--- src/rtl/scan_pkg.sv ---
package scan_pkg;

  // Strobes sent from the control to the datapath
  typedef struct packed {
    logic wordEnd;   // last cycle of the current word
    logic frameEnd;  // last cycle of the last port in use
  } scan_strobe_t;

endpackage

--- src/rtl/scan_ctrl.sv ---
module scan_ctrl
  import scan_pkg::*;
#(
  parameter int WORD_CYCLES = 4,
  parameter int NUM_PORTS   = 31,
  parameter int MIN_PORTS   = 15,
  parameter int IDX_W       = 6
) (
  input  logic             clk,
  input  logic             rst,
  input  logic [IDX_W-1:0] portsInUse,
  output scan_strobe_t     strobe,
  output logic [IDX_W-1:0] portIdx,
  output logic [IDX_W-1:0] nextPort
);

  localparam int CYC_W = (WORD_CYCLES > 2) ? $clog2(WORD_CYCLES) : 1;
  localparam logic [CYC_W-1:0] LAST_CYC = CYC_W'(WORD_CYCLES - 1);

  logic [CYC_W-1:0] cycleCnt;
  logic [IDX_W-1:0] lastPort;

  // Clamp the configured port count to the legal range
  always_comb begin
    if (portsInUse < IDX_W'(MIN_PORTS))
      lastPort = IDX_W'(MIN_PORTS);
    else if (portsInUse > IDX_W'(NUM_PORTS))
      lastPort = IDX_W'(NUM_PORTS);
    else
      lastPort = portsInUse;
  end

  always_comb begin
    strobe.wordEnd  = (cycleCnt == LAST_CYC);
    strobe.frameEnd = strobe.wordEnd && (portIdx >= lastPort);
    nextPort        = strobe.frameEnd ? IDX_W'(1) : portIdx + IDX_W'(1);
  end

  always_ff @(posedge clk) begin
    if (rst) begin
      cycleCnt <= '0;
      portIdx  <= IDX_W'(1);
    end else begin
      cycleCnt <= strobe.wordEnd ? '0 : cycleCnt + CYC_W'(1);
      if (strobe.wordEnd)
        portIdx <= nextPort;
    end
  end

endmodule

--- src/rtl/scan_datapath.sv ---
module scan_datapath
  import scan_pkg::*;
#(
  parameter int NUM_PORTS    = 31,
  parameter int MAX_CHANNELS = 15,
  parameter int ERR_WORD     = 24,
  parameter int IDX_W        = 6,
  parameter int CHAN_W       = 4
) (
  input  logic                 clk,
  input  logic                 rst,
  input  scan_strobe_t         strobe,
  input  logic [IDX_W-1:0]     portIdx,
  input  logic [IDX_W-1:0]     nextPort,
  input  logic [NUM_PORTS-1:0] strapCfg,
  input  logic                 errIn,
  output logic [CHAN_W-1:0]    chanAddr,
  output logic                 errStatus
);

  localparam int PAD_W = 1 << IDX_W;

  logic [PAD_W-1:0] strapPad;
  logic [IDX_W-1:0] strapSel;
  logic             opensChan;

  always_comb begin
    strapPad  = PAD_W'(strapCfg);
    strapSel  = nextPort - IDX_W'(1);
    opensChan = strapPad[strapSel] && (chanAddr < CHAN_W'(MAX_CHANNELS));
    errStatus = errIn && (portIdx == IDX_W'(ERR_WORD));
  end

  always_ff @(posedge clk) begin
    if (rst)
      chanAddr <= CHAN_W'(1);
    else if (strobe.wordEnd) begin
      if (strobe.frameEnd)
        chanAddr <= CHAN_W'(1);
      else if (opensChan)
        chanAddr <= chanAddr + CHAN_W'(1);
    end
  end

endmodule

--- src/rtl/port_scan_seq.sv ---
module port_scan_seq
  import scan_pkg::*;
#(
  parameter int WORD_CYCLES  = 4,
  parameter int NUM_PORTS    = 31,
  parameter int MIN_PORTS    = 15,
  parameter int MAX_CHANNELS = 15,
  parameter int ERR_WORD     = 24,
  parameter int IDX_W        = $clog2(NUM_PORTS + 1) + 1,
  parameter int CHAN_W       = $clog2(MAX_CHANNELS + 1)
) (
  input  logic                 clk,
  input  logic                 rst,
  input  logic [NUM_PORTS-1:0] strapCfg,
  input  logic [IDX_W-1:0]     portsInUse,
  input  logic                 errIn,
  output logic [IDX_W-1:0]     portNum,
  output logic [CHAN_W-1:0]    chanAddr,
  output logic                 endOfScan,
  output logic                 frameDone,
  output logic                 errStatus
);

  scan_strobe_t     strobe;
  logic [IDX_W-1:0] nextPort;

  scan_ctrl #(
    .WORD_CYCLES(WORD_CYCLES), .NUM_PORTS(NUM_PORTS),
    .MIN_PORTS(MIN_PORTS), .IDX_W(IDX_W)
  ) i_ctrl (
    .clk(clk), .rst(rst), .portsInUse(portsInUse),
    .strobe(strobe), .portIdx(portNum), .nextPort(nextPort)
  );

  scan_datapath #(
    .NUM_PORTS(NUM_PORTS), .MAX_CHANNELS(MAX_CHANNELS),
    .ERR_WORD(ERR_WORD), .IDX_W(IDX_W), .CHAN_W(CHAN_W)
  ) i_dp (
    .clk(clk), .rst(rst), .strobe(strobe), .portIdx(portNum),
    .nextPort(nextPort), .strapCfg(strapCfg), .errIn(errIn),
    .chanAddr(chanAddr), .errStatus(errStatus)
  );

  assign endOfScan = strobe.wordEnd;
  assign frameDone = strobe.frameEnd;

endmodule

--- config.mk ---
export PLATFORM = sky130hd
export DESIGN_NAME = port_scan_seq
export DESIGN_NICKNAME = d
export VERILOG_FILES = /design/src/rtl/scan_pkg.sv /design/src/rtl/scan_ctrl.sv /design/src/rtl/scan_datapath.sv /design/src/rtl/port_scan_seq.sv
export SDC_FILE = /design/constraint.sdc
export NUM_CORES = 1
export LEC_CHECK = 0
export ABC_AREA = 1
export BUFFER_PORTS_ARGS = -buffer_cell sky130_fd_sc_hd__buf_2
export CORE_MARGIN = 8
export CORE_UTILIZATION = 45
export DETAILED_ROUTE_END_ITERATION = 10
export HOLD_SLACK_MARGIN = 0.05
export PLACE_DENSITY = 0.74
export SYNTH_ARGS = -nofsm -noshare
export SYNTH_HDL_FRONTEND = slang
export SYNTH_SLANG_ARGS = --single-unit
export TNS_END_PERCENT = 10
--- constraint.sdc ---
create_clock -name clk -period 9.11 [get_ports clk]
set_input_delay 0.911 -clock clk [delete_from_list [all_inputs] [get_ports clk]]
set_output_delay 0.911 -clock clk [all_outputs]
set_load 0.1 [all_outputs]
==> run_results.csv <==
group,metric,value,unit
outcome,status,"completed",
clocking,cts_post_setup_buffers_inserted,0,
clocking,cts_buffer_depth,2,
global_route,first_global_vias,1499,
place,gpl.final_weighted_congestion,0.931,
timing,clock-skew-final,3.10,ps
timing,max_slew_violation_total_from_the_final_report,0,
logic_synthesis,synthArstFlopShare,0,
logic_synthesis,yosysTopAreaCell,"dfxtp_1",
pwr,leakagePower,1.01,nW
setup_path,cp.arrival,4070,ps
pwr,total_power,0.000184,W
clocking,cts.hold.buffers_added,0,
clocking,tritoncts.num_buffers,3,
setup_path,reg2reg_setup_slack,5440,ps
logic_synthesis,synth-main-ff-cell,"dfxtp_1",
clocking,cts_max_level,1,
worst_hold_path,holdCritPathClass,"reg -> reg",
logic_synthesis,post-synth-top-count-cell,"inv_1",
cells_and_area,area_growth,21.8,%
routing,routed_wirelength,3.57,mm
setup_path,worstSetupStartpointType,"input port",
die,chipWidth,72.1,um
setup_path,critical_path_peak_fanout,25,
timing,period_utilization_post_route,0.429,
logic_synthesis,syn_area_per_cell,6.03,um^2
timing,timing.fmax,0.256,GHz
routing,count_of_antenna_violating_nets_left_after_detailed_routing,0,
clocking,clock-sinks,12,
pwr,ir_drop,0.0369,mV
worst_hold_path,hold_wc_startpoint,"i_ctrl.cycleCnt[0]$_SDFF_PP0_",
worst_hold_path,worst_hold_path.num_cells,1,
cells_and_area,num_antenna_cells,0,
setup_path,timing.reg2reg.worst_path_depth,24,
timing,setup-violations-final,0,
place,port_buffers,52,
routing,detail_route.first_pass.iterations,4,
die,design.core.area,3030,um^2
pwr,cellPowerDensity,106,nW/um^2
clocking,root_buffer,"clkbuf_4",
routing,detail_routed_via_count_per_cell,4.73,
global_route,grt_overflow,0,
global_route,grt_max_degree,26,
worst_hold_path,holdPathEnd,"i_ctrl.cycleCnt[0]$_SDFF_PP0_",
logic_synthesis,synth.distinct_cells,29,
die,die-height,72.1,um
routing,drt_drc_violations_left,0,
global_route,global_route.usage.total,0.141,
die,die_area,5200,um^2
logic_synthesis,syn-cell-area,1420,um^2
cells_and_area,post_layout_nonfiller_instances,329,
setup_path,rr_startpoint,"i_ctrl.portIdx[0]$_SDFFE_PP1P_",
timing,min_period,3900,ps
setup_path,regToRegEndpoint,"i_dp.chanAddr[2]$_SDFFE_PP0P_",
timing,setup_tns,0,ps
place,dpl.cell_count,325,
setup_path,worstSetupPathType,"in -> reg",
clocking,tritoncts,"done",
routing,detailroute.via_count,1555,
routing,wl_per_cell,10.9,um
logic_synthesis,synthesis.instances,235,
logic_synthesis,synthesis_stage_register_bit_count,12,
logic_synthesis,post_synth_main_area_contributors,"dfxtp_1 (17%), nand3_1 (15%), inv_1 (13%)",
die,boundaryPins,53,
clocking,cts-resized-gates,0,
logic_synthesis,synth_sequential_area_ratio,0.169,
cells_and_area,drive_above_1_share,0.284,
die,placementRows,20,
timing,slew_at_the_pin_with_the_worst_max_slew_slack,731,ps
logic_synthesis,mappedNetlistNets,286,
global_route,grt_first_pass_wirelength,6.15,mm
logic_synthesis,synth-edff-count,0,
clocking,clkTransAtPathRegs,80,ps
setup_path,critical_path_required,9280,ps
timing,final_hold_violation_count,0,
die,initial_core_utilization,0.468,
timing,unrepaired_setup_endpoints_after_global_routing,"no",
logic_synthesis,synth.top_cell.area_share,0.169,
cells_and_area,layout.nets,337,
routing,drt_iter0_drc,52,
logic_synthesis,yosys-top-cells-count,"inv_1 (48), nand2_1 (46), nand3_1 (43)",
flow_run,cap_violations,0,
clocking,clock_insertion_delay_worst_skew,270,ps
global_route,grt_antenna_before_repair,0,
setup_path,endpoint_kind,"flop",
timing,slew-limit-headroom,0.512,
logic_synthesis,synth-warning-count,0,
place,place_hpwl,3.00,mm
[flip-flops by register name, indices dropped and copies added (netlist names)]
signal / flops
i_ctrl.cycleCnt: 2
i_dp.chanAddr: 4
i_ctrl.portIdx: 6
[layer usage]
metal	up-vias	wire, um	GRT usage
met5	-	0	0
li1	840	-	-
met3	4	260	0.0372
met1	657	1590	0.157
met2	54	1670	0.253
met4	0	53	0.0408
[power breakdown]
part           internal [W]  leakage, nW  switching (W)
registers         0.0000549       0.0975     0.00000353
logic             0.0000303        0.887      0.0000529
clock network     0.0000243       0.0210      0.0000180
total              0.000109         1.01      0.0000744
[kinds of logic after synthesis]
group | after synthesis | synth area share
DFF | 12 | 0.169
buffers and inverters | 59 | 0.170
and+or+nand+nor | 135 | 0.476
adders and majority gates | 11 | 0.0971
other | 1 | 0.00265
xor gates and xnor gates | 4 | 0.0247
AOI/OAI and AO/OA | 13 | 0.0600
[area by class of cell]
cell class | count | area, um^2
Inverter | 53 | 199
Sequential cell | 12 | 240
Fill cell | 337 | 1300
Timing Repair Buffer | 52 | 260
Multi-Input combinational cell | 164 | 936
Clock buffer | 4 | 36.3
Tap cell | 44 | 55.1
[per-stage QoR]
stage / hold WS, ps / worst slack, ps / cell area, um^2 / utilization
after floorplan: 399 / 4630 / 1420 / -
final: 419 / 5210 / 1730 / 0.570
after global routing: 459 / 4810 / 1730 / 0.570
after detailed placement: 417 / 4910 / 1690 / 0.558
after CTS: 428 / 5190 / 1730 / 0.570
after global placement: 414 / 5010 / 1690 / 0.558
[worst max-delay path by stage]
stage                     slack, ps                       endpoint                            from
final                          5210  i_dp.chanAddr[2]$_SDFFE_PP0P_                   portsInUse[2]
after CTS                      5190  i_dp.chanAddr[2]$_SDFFE_PP0P_                   portsInUse[2]
after floorplan                4630                      errStatus  i_ctrl.portIdx[0]$_SDFFE_PP1P_
after global routing           4810  i_dp.chanAddr[0]$_SDFFE_PP1P_                   portsInUse[3]
after global placement         5010  i_dp.chanAddr[2]$_SDFFE_PP0P_                   portsInUse[2]
after detailed placement       4910  i_dp.chanAddr[2]$_SDFFE_PP0P_                   portsInUse[2]
[critical path, cell delays in order]
cell	delay, ps
buf_2	90
nand4_1	90
a21oi_1	130
inv_1	80
or2_2	280
ha_1	270
inv_1	50
nand2_1	40
nand2_1	50
nand2_1	40
nand2_1	60
nand2_2	60
nand2_4	230
nand2_4	180
inv_2	150
ha_1	330
inv_1	230
nand2_1	80
a21oi_1	110
nor2_1	60
nand2_1	50
nand3_1	80
nand3_2	100
nand2_2	60
nor2_4	90
nand3_1	70
nand2_1	70
nor2_1	30
[cell usage in the layout (no fill, tap or decap), drive strengths merged, types with 3 or more instances in the layout]
master,n
a21oi,5
buf,52
clkbuf,4
dfxtp,12
ha,11
inv,53
nand2,55
nand3,47
nand3b,6
nand4,3
nor2,21
o22ai,5
xor2,4
No activity file was read; power rests on OpenSTA's default activity.
